--- config.mk ---
export PLATFORM = sky130hd
export DESIGN_NAME = rx_addr_filter
export DESIGN_NICKNAME = d
export VERILOG_FILES = /design/src/rtl/rx_addr_filter_pkg.sv /design/src/rtl/rx_af_cfg_regs.sv /design/src/rtl/rx_af_collect.sv /design/src/rtl/rx_af_decide.sv /design/src/rtl/rx_addr_filter.sv
export SDC_FILE = /design/constraint.sdc
export NUM_CORES = 1
export LEC_CHECK = 0
export BUFFER_PORTS_ARGS = -buffer_cell sky130_fd_sc_hd__buf_4
export CORE_MARGIN = 4
export CORE_UTILIZATION = 40
export DETAILED_ROUTE_END_ITERATION = 6
export GPL_ROUTABILITY_DRIVEN = 0
export GPL_TIMING_DRIVEN = 0
export PLACE_DENSITY = 0.58
export SLEW_MARGIN = 10
export SYNTH_ARGS = -nofsm -noshare
export SYNTH_HDL_FRONTEND = slang
export SYNTH_HIERARCHICAL = 1
export SYNTH_SLANG_ARGS = --single-unit
--- constraint.sdc ---
create_clock -name clk -period 4 [get_ports clk]
set_input_delay 0.2 -clock clk [delete_from_list [all_inputs] [get_ports clk]]
set_output_delay 0.2 -clock clk [all_outputs]
set_load 0.03 [all_outputs]
--- src/rtl/rx_addr_filter_pkg.sv ---
package rx_addr_filter_pkg;

   // Mode word bit positions (software decodes these)
   localparam int MB_BCAST_OFF = 11;
   localparam int MB_HASH_MC   = 13;
   localparam int MB_HASH_UC   = 15;
   localparam int MB_PASS_ALL  = 16;
   localparam int MB_INVERT    = 17;
   localparam int MB_PROMISC   = 18;
   localparam int MB_ALL_MC    = 19;

   localparam int          CFG_W     = 32;
   localparam int          SEL_W     = 3;
   localparam logic [31:0] CRC_POLY  = 32'h04C11DB7;

   typedef enum logic [SEL_W-1:0] {
      SEL_MODE    = 3'd0,
      SEL_STA_HI  = 3'd1,
      SEL_STA_LO  = 3'd2,
      SEL_HASH_HI = 3'd3,
      SEL_HASH_LO = 3'd4
   } cfg_sel_e;

   typedef struct packed {
      logic all_mc;
      logic promisc;
      logic invert;
      logic pass_all;
      logic hash_uc;
      logic hash_mc;
      logic bcast_off;
   } mode_t;

   // One address byte into the running CRC, least significant bit first
   function automatic logic [31:0] crc_byte_step(input logic [31:0] c_in,
                                                 input logic [7:0]  b);
      logic [31:0] c;
      logic        fb;
      c = c_in;
      for (int i = 0; i < 8; i++) begin
         fb = c[31] ^ b[i];
         c  = {c[30:0], 1'b0};
         if (fb) c = c ^ CRC_POLY;
      end
      return c;
   endfunction

endpackage

--- src/rtl/rx_af_cfg_regs.sv ---
module rx_af_cfg_regs
   import rx_addr_filter_pkg::*;
#(
   parameter  int ADDR_BYTES = 6,
   parameter  int HASH_BITS  = 6,
   localparam int ADDR_W     = 8 * ADDR_BYTES,
   localparam int TABLE_BITS = 1 << HASH_BITS
) (
   input  logic                  clk,
   input  logic                  rst_n,
   input  logic                  we,
   input  logic [SEL_W-1:0]      sel,
   input  logic [CFG_W-1:0]      wdata,
   output mode_t                 mode_q,
   output logic [ADDR_W-1:0]     station_q,
   output logic [TABLE_BITS-1:0] table_q
);

   always_ff @(posedge clk) begin
      if (!rst_n) begin
         mode_q    <= '0;
         station_q <= '0;
         table_q   <= '0;
      end else if (we) begin
         unique case (sel)
            SEL_MODE: begin
               mode_q.bcast_off <= wdata[MB_BCAST_OFF];
               mode_q.hash_mc   <= wdata[MB_HASH_MC];
               mode_q.hash_uc   <= wdata[MB_HASH_UC];
               mode_q.pass_all  <= wdata[MB_PASS_ALL];
               mode_q.invert    <= wdata[MB_INVERT];
               mode_q.promisc   <= wdata[MB_PROMISC];
               mode_q.all_mc    <= wdata[MB_ALL_MC];
            end
            SEL_STA_HI:  station_q[ADDR_W-1:CFG_W]  <= wdata[ADDR_W-CFG_W-1:0];
            SEL_STA_LO:  station_q[CFG_W-1:0]       <= wdata;
            SEL_HASH_HI: table_q[TABLE_BITS-1:CFG_W] <= wdata;
            SEL_HASH_LO: table_q[CFG_W-1:0]         <= wdata;
            default: ;
         endcase
      end
   end

endmodule

--- src/rtl/rx_af_collect.sv ---
module rx_af_collect
   import rx_addr_filter_pkg::*;
#(
   parameter  int ADDR_BYTES = 6,
   parameter  int HASH_BITS  = 6,
   localparam int ADDR_W     = 8 * ADDR_BYTES,
   localparam int CNT_W      = $clog2(ADDR_BYTES + 1)
) (
   input  logic                 clk,
   input  logic                 rst_n,
   input  logic                 da_valid,
   input  logic                 da_sof,
   input  logic [7:0]           da_byte,
   output logic                 last,
   output logic [ADDR_W-1:0]    addr_nx,
   output logic [HASH_BITS-1:0] hash_idx
);

   localparam logic [CNT_W-1:0] IDLE_CNT = CNT_W'(ADDR_BYTES);
   localparam logic [CNT_W-1:0] LAST_POS = CNT_W'(ADDR_BYTES - 1);

   logic [CNT_W-1:0]  cnt_q;
   logic [CNT_W-1:0]  pos;
   logic              take;
   logic [ADDR_W-1:0] addr_q;
   logic [31:0]       crc_q;
   logic [31:0]       crc_base;
   logic [31:0]       crc_nx;

   assign pos      = da_sof ? '0 : cnt_q;
   assign take     = da_valid && (da_sof || (cnt_q < IDLE_CNT));
   assign last     = take && (pos == LAST_POS);
   assign crc_base = (pos == '0) ? '1 : crc_q;
   assign crc_nx   = crc_byte_step(crc_base, da_byte);
   assign hash_idx = crc_nx[31 -: HASH_BITS];

   for (genvar k = 0; k < ADDR_BYTES; k++) begin : g_lane
      assign addr_nx[8*k +: 8] = (take && (pos == CNT_W'(k))) ? da_byte
                                                              : addr_q[8*k +: 8];
   end

   always_ff @(posedge clk) begin
      if (!rst_n) begin
         cnt_q  <= IDLE_CNT;
         addr_q <= '0;
         crc_q  <= '1;
      end else if (take) begin
         cnt_q  <= pos + 1'b1;
         addr_q <= addr_nx;
         crc_q  <= crc_nx;
      end
   end

endmodule

--- src/rtl/rx_af_decide.sv ---
module rx_af_decide
   import rx_addr_filter_pkg::*;
#(
   parameter  int ADDR_BYTES = 6,
   parameter  int HASH_BITS  = 6,
   parameter  bit UC_HASH_EN = 1'b1,
   localparam int ADDR_W     = 8 * ADDR_BYTES,
   localparam int TABLE_BITS = 1 << HASH_BITS
) (
   input  logic [ADDR_W-1:0]     addr,
   input  logic [ADDR_W-1:0]     station,
   input  logic [TABLE_BITS-1:0] table_bits,
   input  logic [HASH_BITS-1:0]  hash_idx,
   input  mode_t                 mode,
   output logic                  accept,
   output logic                  grp_flag,
   output logic                  bc_flag,
   output logic                  fail_flag
);

   logic group, bcast, exact, hit, uc_raw, uc_ok, bc_ok, mc_ok, filt_ok;

   assign group = addr[0];
   assign bcast = &addr;
   assign exact = (addr == station);
   assign hit   = table_bits[hash_idx];

   if (UC_HASH_EN) begin : g_uc_hash
      assign uc_raw = mode.hash_uc ? hit : exact;
   end else begin : g_uc_exact
      assign uc_raw = exact;
   end

   assign uc_ok   = !group && (uc_raw ^ mode.invert);
   assign bc_ok   = bcast && !mode.bcast_off;
   assign mc_ok   = group && !bcast && (mode.all_mc || (mode.hash_mc && hit));
   assign filt_ok = uc_ok || bc_ok || mc_ok;

   assign accept    = mode.promisc || mode.pass_all || filt_ok;
   assign grp_flag  = group && !bcast;
   assign bc_flag   = bcast;
   assign fail_flag = mode.pass_all && !mode.promisc && !filt_ok;

endmodule

--- src/rtl/rx_addr_filter.sv ---
module rx_addr_filter
   import rx_addr_filter_pkg::*;
#(
   parameter int ADDR_BYTES = 6,
   parameter int HASH_BITS  = 6,
   parameter bit UC_HASH_EN = 1'b1
) (
   input  logic             clk,
   input  logic             rst_n,
   input  logic             cfg_we,
   input  logic [2:0]       cfg_sel,
   input  logic [31:0]      cfg_wdata,
   input  logic             da_valid,
   input  logic             da_sof,
   input  logic [7:0]       da_byte,
   output logic             res_valid,
   output logic             res_accept,
   output logic             res_mcast,
   output logic             res_bcast,
   output logic             res_filt_fail
);

   localparam int ADDR_W     = 8 * ADDR_BYTES;
   localparam int TABLE_BITS = 1 << HASH_BITS;

   if (ADDR_BYTES != 6) begin : g_bad_addr
      $error("rx_addr_filter: register map needs a six-byte address");
   end
   if (TABLE_BITS != 2 * CFG_W) begin : g_bad_hash
      $error("rx_addr_filter: hash table must span two register words");
   end

   mode_t                 mode_q;
   logic [ADDR_W-1:0]     station_q;
   logic [TABLE_BITS-1:0] table_q;
   logic                  last;
   logic [ADDR_W-1:0]     addr_nx;
   logic [HASH_BITS-1:0]  hash_idx;
   logic                  accept, grp_flag, bc_flag, fail_flag;

   rx_af_cfg_regs #(.ADDR_BYTES(ADDR_BYTES), .HASH_BITS(HASH_BITS)) u_regs (
      .clk       (clk),
      .rst_n     (rst_n),
      .we        (cfg_we),
      .sel       (cfg_sel),
      .wdata     (cfg_wdata),
      .mode_q    (mode_q),
      .station_q (station_q),
      .table_q   (table_q)
   );

   rx_af_collect #(.ADDR_BYTES(ADDR_BYTES), .HASH_BITS(HASH_BITS)) u_collect (
      .clk      (clk),
      .rst_n    (rst_n),
      .da_valid (da_valid),
      .da_sof   (da_sof),
      .da_byte  (da_byte),
      .last     (last),
      .addr_nx  (addr_nx),
      .hash_idx (hash_idx)
   );

   rx_af_decide #(.ADDR_BYTES(ADDR_BYTES), .HASH_BITS(HASH_BITS),
                  .UC_HASH_EN(UC_HASH_EN)) u_decide (
      .addr       (addr_nx),
      .station    (station_q),
      .table_bits (table_q),
      .hash_idx   (hash_idx),
      .mode       (mode_q),
      .accept     (accept),
      .grp_flag   (grp_flag),
      .bc_flag    (bc_flag),
      .fail_flag  (fail_flag)
   );

   always_ff @(posedge clk) begin
      if (!rst_n) begin
         res_valid     <= 1'b0;
         res_accept    <= 1'b0;
         res_mcast     <= 1'b0;
         res_bcast     <= 1'b0;
         res_filt_fail <= 1'b0;
      end else begin
         res_valid     <= last;
         res_accept    <= last && accept;
         res_mcast     <= last && accept && grp_flag;
         res_bcast     <= last && accept && bc_flag;
         res_filt_fail <= last && accept && fail_flag;
      end
   end

endmodule

==> impl_metrics.tcl <==
set metrics [dict create \
    drv_cap 0 \
    wl_met2_mm 13.55 \
    area_delta_synth_final_pct 19.05 \
    postSynth.asyncResetShare_pct 0 \
    seq_area_frac_synth_pct 40.86 \
    coreArea_um2 25040 \
    clock_skew_ns 0.02646 \
    critical_path_class "register to register" \
    multi_input_comb_area_um2 5808 \
    synth_common_cells "214 x nand2_1, 207 x dfxtp_1, 123 x mux2i_1, 57 x xor2_1, 50 x and2_1" \
    firstDrtPassIters 5 \
    io_buffers 48 \
    cp.arrival_ns 4.50 \
    clock.fmax_ghz 0.2479 \
    yosys-top-cells-area "dfxtp_1 41%, mux2i_1 12%, nand2_1 7.9%, mux2_2 5.0%, xor2_1 4.9%" \
    drtIter0Drc 422 \
    yosysTopAreaCell "dfxtp_1" \
    antenna_left 0 \
    drive_above_1_share_pct 21.99 \
    synth.ff_latch_count 207 \
    drt_wl_total_mm 28.09 \
    n_antenna_cell 0 \
    final-max-slew-violation-count 0 \
    syn-num-nets 1076 \
    wl_met1_mm 12.82 \
    die_width_um 167.2 \
    grt_antenna_before_repair 0 \
    cts_tree "built" \
    start_kind "register" \
    worstPathMaxFanout 8 \
    ys_types 57 \
    grt_overflow 0 \
    min_period_ns 4.035 \
    first_global_vias 7353 \
    cts_root_buf "clkbuf_16" \
    cts_buffer_depth 3 \
    setup_violations 3 \
    synthCells 1023 \
    syn_avg_cell_area_um2 9.913 \
    avgViaCountPerCell 5.069 \
    grt_first_pass_wirelength_mm 43.25 \
    powerDensity_nw_per_um2 514.3 \
    vias 7390 \
    ir_worst_vdd_mv 0.3689 \
    rows 58 \
    dpl_cell_area_um2 10980 \
    nNetsFinal 1165 \
    wl_met3_mm 1.135 \
    routedWlPerCell_um 19.26 \
    regArea_um2 4146 \
    nFillCells 2388 \
    ys_warn_count 6 \
    io_pins 53 \
    drc 0 \
    htreeDepth 1 \
    die_area_um2 27960 \
    hold_path.class "input pin to register" \
    tightest_slew_ns 1.021 \
    leakage_uw 0.005450 \
    clk_transition_reported_paths_ns 0.06 \
    initial_core_util_pct 40.50 \
    syn_area_um2 10140 \
    synth-main-ff-cell "dfxtp_1" \
    grt_max_degree 18 \
    stdcell_area_um2 12070 \
    synth_edf_count 0 \
    fin_ws_ns -0.03471 \
    finalHoldViolations 0 \
    cp-end-kind "register" \
    synth_top_area_share_pct 40.86 \
    worstPathRequired_ns 4.46 \
    cts_buffers 24 \
    relSlewSlack_pct 31.92 \
    failed_checks "setup timing" \
    post-place-ws_ns -0.7746 \
    die_h_um 167.2 \
    hpwl_mm 20.65 \
    rsz0062_at_grt "true" \
    cts.sinks 207 \
    maxUsedRoutingLayer "met4" \
    period_share_pct 100.9 \
    grt_usage_pct 19.60 \
    clock_latency_ns 0.54 \
    status "complete, but fails checks" \
    synth_most_common_cell "nand2_1" \
]
==> state kept, by name (all words and copies together) (netlist names), 3 cells and up <==
| register | cells |
|---|---|
| u_regs/table_q | 64 |
| u_collect/crc_q | 32 |
| u_regs/mode_q | 7 |
| u_regs/station_q | 48 |
| u_collect/addr_q | 48 |
| u_collect/cnt_q | 3 |
==> area by class of cell <==
type                       instances  share of cell area [%]
buffer                            64                   2.985
clock buffer                      35                   5.897
clock inverter                     7                  0.7047
inverter                           5                  0.1865
multi-input combinational        740                   48.11
sequential                       207                   34.35
tap                              330                   3.420
timing repair buffer              70                   4.353
==> layer usage <==
layer | track usage, % | up-vias
li1 | - | 3651
met1 | 26.77 | 3566
met2 | 33.36 | 142
met3 | 2.597 | 31
met4 | 4.340 | 0
met5 | 0 | -
==> repair_timing <==
action / 4_1_cts / 5_1_grt
endpoints found under the setup margin: 4 / 4
buffers inserted: 16 / 6
gates resized for setup: 28 / 15
pin swaps: 12 / 11
hold buffers: 0 / 0
==> logic make-up after synthesis <==
group,after synthesis,synth area share [%]
DFF,207,40.86
buffers and inverters,76,3.677
adders and majority gates,5,0.6169
xor gates and xnor gates,122,12.75
and+or+nand+nor,377,17.63
AOI/OAI and AO/OA,54,4.109
muxes,182,20.36
==> critical path: stages, from the launching register on <==
cell and delay, ns:
dfxtp_2 0.32, nor2b_4 0.14, inv_2 0.06, ha_4 0.17, buf_12 0.14, a21oi_4 0.19, xnor2_4 0.12, xor2_2 0.20
xnor2_2 0.25, xnor2_2 0.19, buf_6 0.23, mux4_2 0.56, mux4_2 0.48, nand2_2 0.08, a32oi_2 0.12, mux2_4 0.33
nand3b_1 0.13, and4_1 0.25
==> stage by stage <==
| step | power [µW] | setup TNS [ns] | instances | hold WS, ns | util, % |
|---|---|---|---|---|---|
| 2_1_floorplan | 3473 | 0 | 1023 | 0.3417 | - |
| 3_3_place_gp | 3861 | -2.965 | 1401 | 0.4420 | 43.84 |
| 3_5_place_dp | 3871 | -2.851 | 1401 | 0.4493 | 43.84 |
| 4_1_cts | 6193 | -0.1293 | 1453 | 0.01322 | 47.82 |
| 5_1_grt | 6494 | -0.5500 | 1458 | 0.01358 | 48.22 |
| 6_report | 6209 | -0.08471 | 1458 | 0.02063 | 48.22 |
==> worst paths after layout <==
kind,end,cells past startpoint,startpoint,slack (ns)
max,res_mcast,17,u_collect/cnt_q[0],-0.03
min,u_regs/table_q[28],3,cfg_wdata[28],0.02
max reg2reg,res_mcast,17,u_collect/cnt_q[0],-0.03
min reg2reg,u_regs/table_q[6],2,u_regs/table_q[6],0.46
==> power breakdown <==
group / internal [µW] / switching, µW / leakage [µW] / total, µW
registers: 2170 / 66.8 / 0.00168 / 2230
clock network: 1300 / 880 / 0.000396 / 2180
logic: 854 / 944 / 0.00337 / 1800
==> placed cells by master (no fill, tap or decap), drive strengths merged, types with 22 or more instances in the layout <==
| cell | synthesis | final |
|---|---|---|
| nand2 | 214 | 214 |
| dfxtp | 207 | 207 |
| mux2i | 123 | 123 |
| buf | 37 | 102 |
| clkbuf | 34 | 66 |
| xnor2 | 61 | 61 |
| xor2 | 57 | 57 |
| and2 | 51 | 51 |
| mux2 | 46 | 46 |
| nor2 | 31 | 31 |
| o211ai | 22 | 22 |
No activity file was read; power rests on OpenSTA's default activity.
